File: config.mk
export PLATFORM = sky130hd
export DESIGN_NAME = batt_test_seq
export DESIGN_NICKNAME = d
export VERILOG_FILES = /design/src/rtl/bts_pkg.sv /design/src/rtl/bts_trigger.sv /design/src/rtl/bts_sequencer.sv /design/src/rtl/bts_flags.sv /design/src/rtl/batt_test_seq.sv
export SDC_FILE = /design/constraint.sdc
export NUM_CORES = 1
export LEC_CHECK = 0
export BUFFER_PORTS_ARGS = -buffer_cell sky130_fd_sc_hd__buf_2
export CORE_AREA = 5 5 42 44
export DETAILED_ROUTE_END_ITERATION = 6
export DIE_AREA = 0 0 47 49
export GPL_TIMING_DRIVEN = 0
export HOLD_SLACK_MARGIN = 0.15
export PLACE_DENSITY = 0.6
export SYNTH_ARGS = -nofsm -noshare
export SYNTH_HDL_FRONTEND = slang
export SYNTH_SLANG_ARGS = --single-unit
File: constraint.sdc
create_clock -name clk -period 1 [get_ports clk]
set_clock_uncertainty 0.15 [all_clocks]
set_input_delay 0.2 -clock clk [delete_from_list [all_inputs] [get_ports clk]]
set_output_delay 0.2 -clock clk [all_outputs]
set_load 0.01 [all_outputs]
File: src/rtl/bts_pkg.sv
// Shared types for the battery test sequencer.
// Assumes: flag vector bit order batt, clock, watchdog.
package bts_pkg;
    typedef enum logic [1:0] {
        ST_IDLE   = 2'd0,
        ST_SETTLE = 2'd1,
        ST_SAMPLE = 2'd2
    } bts_state_e;

    localparam int FLAG_W   = 3;
    localparam int FLAG_BAT = 0;
    localparam int FLAG_CLK = 1;
    localparam int FLAG_WD  = 2;
endpackage

File: src/rtl/bts_trigger.sv
// Trigger detector: produces a one-cycle start request on monitor
// enable rising, power-up or hour rollover.
// Assumes: strobes are single-cycle and synchronous to clk; a busy
// sequencer swallows requests.
module bts_trigger (
    input  logic clk,
    input  logic rst_n,
    input  logic mon_en,
    input  logic run_ok,
    input  logic pwr_up,
    input  logic hour_roll,
    input  logic busy,
    output logic start
);
    logic mon_q;

    // Remember the previous enable level for rising-edge detection.
    always_ff @(posedge clk) begin
        if (!rst_n) mon_q <= 1'b0;
        else        mon_q <= mon_en;
    end

    // Start only when allowed and not already testing.
    always_comb begin
        start = run_ok && !busy && ((mon_en && !mon_q) || pwr_up || hour_roll);
    end
endmodule

File: src/rtl/bts_sequencer.sv
// Test window sequencer: settle phase, then sample phase, each
// PHASE_TICKS second ticks long; load applied throughout.
// Assumes: run_ok low aborts immediately.
module bts_sequencer #(
    parameter int PHASE_TICKS = 1
) (
    input  logic clk,
    input  logic rst_n,
    input  logic start,
    input  logic run_ok,
    input  logic sec_tick,
    output logic load_en,
    output logic in_sample,
    output logic busy
);
    import bts_pkg::*;

    localparam int CW = (PHASE_TICKS > 1) ? $clog2(PHASE_TICKS) : 1;

    bts_state_e     state;
    logic [CW-1:0]  tick_cnt;
    logic           last_tick;

    // Phase end detection.
    always_comb begin
        last_tick = (tick_cnt == CW'(PHASE_TICKS - 1));
    end

    // Phase state machine with abort.
    always_ff @(posedge clk) begin
        if (!rst_n || !run_ok) begin
            state    <= ST_IDLE;
            tick_cnt <= '0;
        end else begin
            unique case (state)
                ST_IDLE: begin
                    if (start) begin
                        state    <= ST_SETTLE;
                        tick_cnt <= '0;
                    end
                end
                ST_SETTLE: begin
                    if (sec_tick) begin
                        if (last_tick) begin
                            state    <= ST_SAMPLE;
                            tick_cnt <= '0;
                        end else begin
                            tick_cnt <= tick_cnt + 1'b1;
                        end
                    end
                end
                ST_SAMPLE: begin
                    if (sec_tick) begin
                        if (last_tick) begin
                            state    <= ST_IDLE;
                            tick_cnt <= '0;
                        end else begin
                            tick_cnt <= tick_cnt + 1'b1;
                        end
                    end
                end
                default: begin
                    state    <= ST_IDLE;
                    tick_cnt <= '0;
                end
            endcase
        end
    end

    // Output decode.
    always_comb begin
        load_en   = (state != ST_IDLE);
        in_sample = (state == ST_SAMPLE);
        busy      = load_en;
    end

    // load is only applied after an edge where running was allowed.
    a_r8_load_needs_enable: assert property (@(posedge clk) disable iff (!rst_n)
        load_en |-> $past(run_ok));

    // the sample phase is always entered from a loaded state.
    a_r3_sample_after_settle: assert property (@(posedge clk) disable iff (!rst_n)
        $rose(in_sample) |-> $past(load_en));
endmodule

File: src/rtl/bts_flags.sv
// Sticky alarm flags and active-low alarm output combining.
// Assumes: clear strobes win over set events at the same edge.
module bts_flags (
    input  logic clk,
    input  logic rst_n,
    input  logic in_sample,
    input  logic run_ok,
    input  logic cmp_low,
    input  logic clk_match,
    input  logic clk_alm_en,
    input  logic wd_expire,
    input  logic wd_en,
    input  logic mon_en,
    input  logic wd_route,
    input  logic stat_wr,
    input  logic bat_attach,
    output logic batt_alarm,
    output logic clk_alarm,
    output logic wd_alarm,
    output logic alarm_n,
    output logic wdog_n
);
    import bts_pkg::*;

    logic [FLAG_W-1:0] set_ev;
    logic [FLAG_W-1:0] flags;
    logic              clr;

    // Set events per flag.
    always_comb begin
        set_ev[FLAG_BAT] = in_sample && run_ok && cmp_low;
        set_ev[FLAG_CLK] = clk_match && clk_alm_en;
        set_ev[FLAG_WD]  = wd_expire && wd_en;
        clr              = stat_wr || bat_attach;
    end

    // One sticky cell per flag.
    for (genvar i = 0; i < FLAG_W; i++) begin : g_flag
        always_ff @(posedge clk) begin
            if (!rst_n || clr) flags[i] <= 1'b0;
            else if (set_ev[i]) flags[i] <= 1'b1;
        end
    end

    // Alarm routing to the two active-low outputs.
    always_comb begin
        batt_alarm = flags[FLAG_BAT];
        clk_alarm  = flags[FLAG_CLK];
        wd_alarm   = flags[FLAG_WD];
        alarm_n    = !((batt_alarm && mon_en) || (clk_alarm && clk_alm_en) ||
                       (wd_alarm && wd_en && wd_route));
        wdog_n     = !(wd_alarm && wd_en && !wd_route);
    end

    // battery flag holds unless cleared.
    a_r5_batt_sticky: assert property (@(posedge clk) disable iff (!rst_n)
        (batt_alarm && !stat_wr && !bat_attach) |=> batt_alarm);

    // a status write clears every flag.
    a_r9_clear_all: assert property (@(posedge clk) disable iff (!rst_n)
        stat_wr |=> (!batt_alarm && !clk_alarm && !wd_alarm));

    // battery flag rises only after a sample-phase edge.
    a_r4_set_in_sample: assert property (@(posedge clk) disable iff (!rst_n)
        $rose(batt_alarm) |-> $past(in_sample));
endmodule

File: src/rtl/batt_test_seq.sv
// Periodic battery test sequencer top: triggers, times and records
// backup battery load tests and combines the alarm flags.
// Assumes: all inputs synchronous to clk; comparator and load switch external.
module batt_test_seq #(
    parameter int PHASE_TICKS = 1
) (
    input  logic       clk,
    input  logic       rst_n,
    input  logic       sec_tick,
    input  logic       hour_roll,
    input  logic       pwr_up,
    input  logic       mon_en,
    input  logic       osc_run,
    input  logic [1:0] trip_sel,
    input  logic       cmp_low,
    input  logic       clk_match,
    input  logic       clk_alm_en,
    input  logic       wd_expire,
    input  logic       wd_en,
    input  logic       wd_route,
    input  logic       stat_wr,
    input  logic       bat_attach,
    output logic       load_en,
    output logic [1:0] trip_code,
    output logic       batt_alarm,
    output logic       clk_alarm,
    output logic       wd_alarm,
    output logic       alarm_n,
    output logic       wdog_n
);
    logic run_ok;
    logic start;
    logic busy;
    logic in_sample;

    // Testing permitted only with monitor enabled and oscillator running.
    always_comb begin
        run_ok    = mon_en && osc_run;
        trip_code = trip_sel;
    end

    bts_trigger u_trig (
        .clk(clk), .rst_n(rst_n), .mon_en(mon_en), .run_ok(run_ok),
        .pwr_up(pwr_up), .hour_roll(hour_roll), .busy(busy), .start(start)
    );

    bts_sequencer #(.PHASE_TICKS(PHASE_TICKS)) u_seq (
        .clk(clk), .rst_n(rst_n), .start(start), .run_ok(run_ok),
        .sec_tick(sec_tick), .load_en(load_en), .in_sample(in_sample),
        .busy(busy)
    );

    bts_flags u_flags (
        .clk(clk), .rst_n(rst_n), .in_sample(in_sample), .run_ok(run_ok),
        .cmp_low(cmp_low), .clk_match(clk_match), .clk_alm_en(clk_alm_en),
        .wd_expire(wd_expire), .wd_en(wd_en), .mon_en(mon_en),
        .wd_route(wd_route), .stat_wr(stat_wr), .bat_attach(bat_attach),
        .batt_alarm(batt_alarm), .clk_alarm(clk_alarm), .wd_alarm(wd_alarm),
        .alarm_n(alarm_n), .wdog_n(wdog_n)
    );
endmodule

==> impl_metrics.py <==
metrics = {
    "setup_path": {
        "crit_type": "reg2out",
        "reg2reg_slack_ns": -0.14,
        "cp-start-kind": "register",
        "critPathSlowestCell": "dfxtp_2",
        "cp.required_ns": 0.65,
        "path_delay_family": "compound AO/OA/AOI/OAI gates",
        "path_max_fanout": 2,
        "worstPathCellList": "a22o_1, a31oi_2, buf_2",
        "cp-end-kind": "output port",
        "reg2reg_depth": 3,
        "cp.depth": 3,
        "max_stage_delay_ns": 0.31,
        "cp.buffers_inverters": 1,
        "crit_arrival_ns": 1.04,
    },
    "run": {
        "timing.max_cap.violations": 0,
    },
    "hold_path": {
        "hold_path_depth": 2,
        "hp-class": "in2reg",
    },
    "place": {
        "dpl_cell_area_um2": 417,
        "place.gp.congestion": 0.671,
        "hpwl_um": 644,
        "io_buffers": 22,
    },
    "layout": {
        "fin_util_pct": 41.8,
        "nFillCells": 151,
        "fin_area_um2": 586,
        "antenna_cells": 0,
        "fin_nets": 80,
        "syn_to_final_growth_pct": 111,
        "drive_above_1_share_pct": 77.0,
    },
    "cts": {
        "clkLatencyLatePin_ns": 0.24,
        "cts_max_level": 1,
        "cts_root_buffer": "clkbuf_4",
        "numClockSinks": 6,
        "clkTransAtPathRegs_ns": 0.05,
        "numCtsBuffers": 3,
        "cts_max_path_buffers": 2,
        "tritoncts": "built",
    },
    "routing": {
        "drtIter0Drc": 0,
        "drc": 0,
        "vias": 358,
        "drt_first_pass_iters": 1,
        "vias_per_cell": 4.65,
        "drt-total-wl_um": 949,
        "final_antenna_net_count": 0,
        "wl_per_cell_um": 12.3,
    },
    "sta": {
        "rsz0062_at_grt": "true",
        "fin_crit_ns": 1.39,
        "setup_violations": 9,
        "hold_violations": 0,
        "worstMarginPinSlew_ns": 0.245,
        "fin_crit_sh_pct": 139,
        "fmax_mhz": 720,
        "finalSetupTns_ns": -1.49,
        "timing.final.ws_setup_ns": -0.390,
        "slew_headroom_pct": 83.7,
        "maxSlewViolCount": 0,
    },
    "logic_synthesis": {
        "ys_ff_latch": 6,
        "avgSynthCellArea_um2": 9.92,
        "syn_nets": 45,
        "syn_inst": 28,
        "syn_area_um2": 278,
        "synth_cell_type_count": 16,
        "seq_area_frac_synth_pct": 43.2,
        "ys_warn_count": 0,
    },
    "grt": {
        "grtUsageMet2_pct": 14.9,
        "antenna_found_initial": 0,
        "grt_max_degree": 6,
        "met3_usage_pct": 3.32,
        "busiest_layer": "met2",
        "overflow": 0,
        "grt_use_met1_pct": 8.15,
        "grt.total_usage_pct": 8.53,
        "grt_pass1_wl_um": 1410,
        "grt_pass1_vias": 370,
    },
    "status": {
        "status": "finished with violations",
        "violations": "setup timing",
    },
    "floorplan": {
        "die_y_um": 49,
        "io_pins": 25,
        "fp.coreArea_um2": 1400,
        "fp.dieW_um": 47,
        "initial_core_util_pct": 19.8,
        "rows": 14,
        "dieArea_um2": 2300,
    },
    "power_and_ir_drop": {
        "power.leakage_nw": 0.253,
        "irDropWorstVdd_uv": 283,
        "power.density_nw_per_um2": 977,
        "finalPower_mw": 0.572,
    },
}
-- registers in the layout, indices dropped and copies added (netlist names) --
signal,flops
u_flags.batt_alarm,1
u_flags.clk_alarm,1
u_seq.state,2
u_trig.mon_q,1
u_flags.wd_alarm,1
-- final cells by class --
cell class	instances	area (µm²)	area share [%]
Clock buffer	3	22.5	3.85
Tap cell	16	20.0	3.42
Buffer	2	15.0	2.56
Multi-Input combinational cell	20	181	31.0
Timing Repair Buffer	30	218	37.2
Sequential cell	6	129	22.0
-- worst register-to-register path: stages, from the launching register on --
cell and delay (ns):
dfxtp_2 0.34, buf_6 0.11, or3b_4 0.37, a21oi_2 0.11
-- metrics by stage --
step           setup WS, ns  hold slack (ns)  instances
2_1_floorplan       -0.0691            0.155         28
5_1_grt              -0.419           0.0290         77
3_5_place_dp         -0.193            0.279         66
4_1_cts              -0.405           0.0124         77
3_3_place_gp         -0.174            0.277         66
6_report             -0.390           0.0306         77
-- synthesized netlist by cell type --
master | instances | share of area [%]
nor2_1 | 2 | 2.7
or2_2 | 1 | 2.3
a2111oi_1 | 1 | 3.6
nand3_1 | 1 | 1.8
and2_1 | 1 | 2.3
nand4b_1 | 1 | 3.2
o21ai_0 | 1 | 1.8
dfxtp_1 | 6 | 43
a21oi_1 | 3 | 5.4
or3b_1 | 2 | 6.3
buf_4 | 2 | 5.4
a31oi_1 | 1 | 2.3
nor4b_1 | 1 | 3.2
a22o_1 | 1 | 3.2
nand3b_1 | 2 | 5.4
nand4bb_1 | 2 | 8.1
-- timing repair --
item | CTS | global route
gates resized for setup | 20 | 5
hold endpoints to repair | 6 | 6
pin swaps | 7 | 2
buffers inserted | 8 | 3
endpoints found under the setup margin | 8 | 10
-- layout by cell type, fill, tap and decap left out --
cell       count
buf_2         18
buf_6         10
buf_4          4
dfxtp_2        4
clkbuf_4       3
nand3b_1       2
a21oi_2        2
nor2_1         2
nand4bb_1      2
or2_4          1
a22o_1         1
a31oi_2        1
nor4b_4        1
nand3_1        1
a2111oi_2      1
or3b_1         1
or3b_4         1
nand4b_1       1
o21ai_1        1
and2_1         1
a21oi_1        1
dfxtp_4        1
dfxtp_1        1
-- power by group --
group	total, mW	switching (mW)	internal, mW
logic	0.106	0.0422	0.0636
clock network	0.219	0.0835	0.136
registers	0.248	0.00344	0.244
-- path summary, 6_finish.rpt --
kind | end | from
setup / recovery | alarm_n | u_flags.batt_alarm
hold / removal | u_seq.state[0] | sec_tick
setup reg to reg | u_seq.state[1] | u_seq.state[1]
hold reg to reg | u_flags.wd_alarm | u_flags.wd_alarm
-- routing by layer --
metal | routed length, µm | vias to the layer above | share of wire, %
met2 | 477 | 19 | 50
met4 | 0 | 0 | 0
met3 | 135 | 0 | 14
li1 | - | 175 | -
met5 | 0 | - | 0
met1 | 337 | 164 | 36
-- cells by family (layout without fill, tap and decap cells) --
family                 count (synthesis)  in the layout  share of synthesized area, %
flip-flops                             6              6                          43.2
AO/OA/AOI/OAI                          7              7                          16.2
buffers and inverters                  2             35                          5.40
AND/OR/NAND/NOR                       13             13                          35.1
Note: power is estimated with default switching activity, not from simulation.
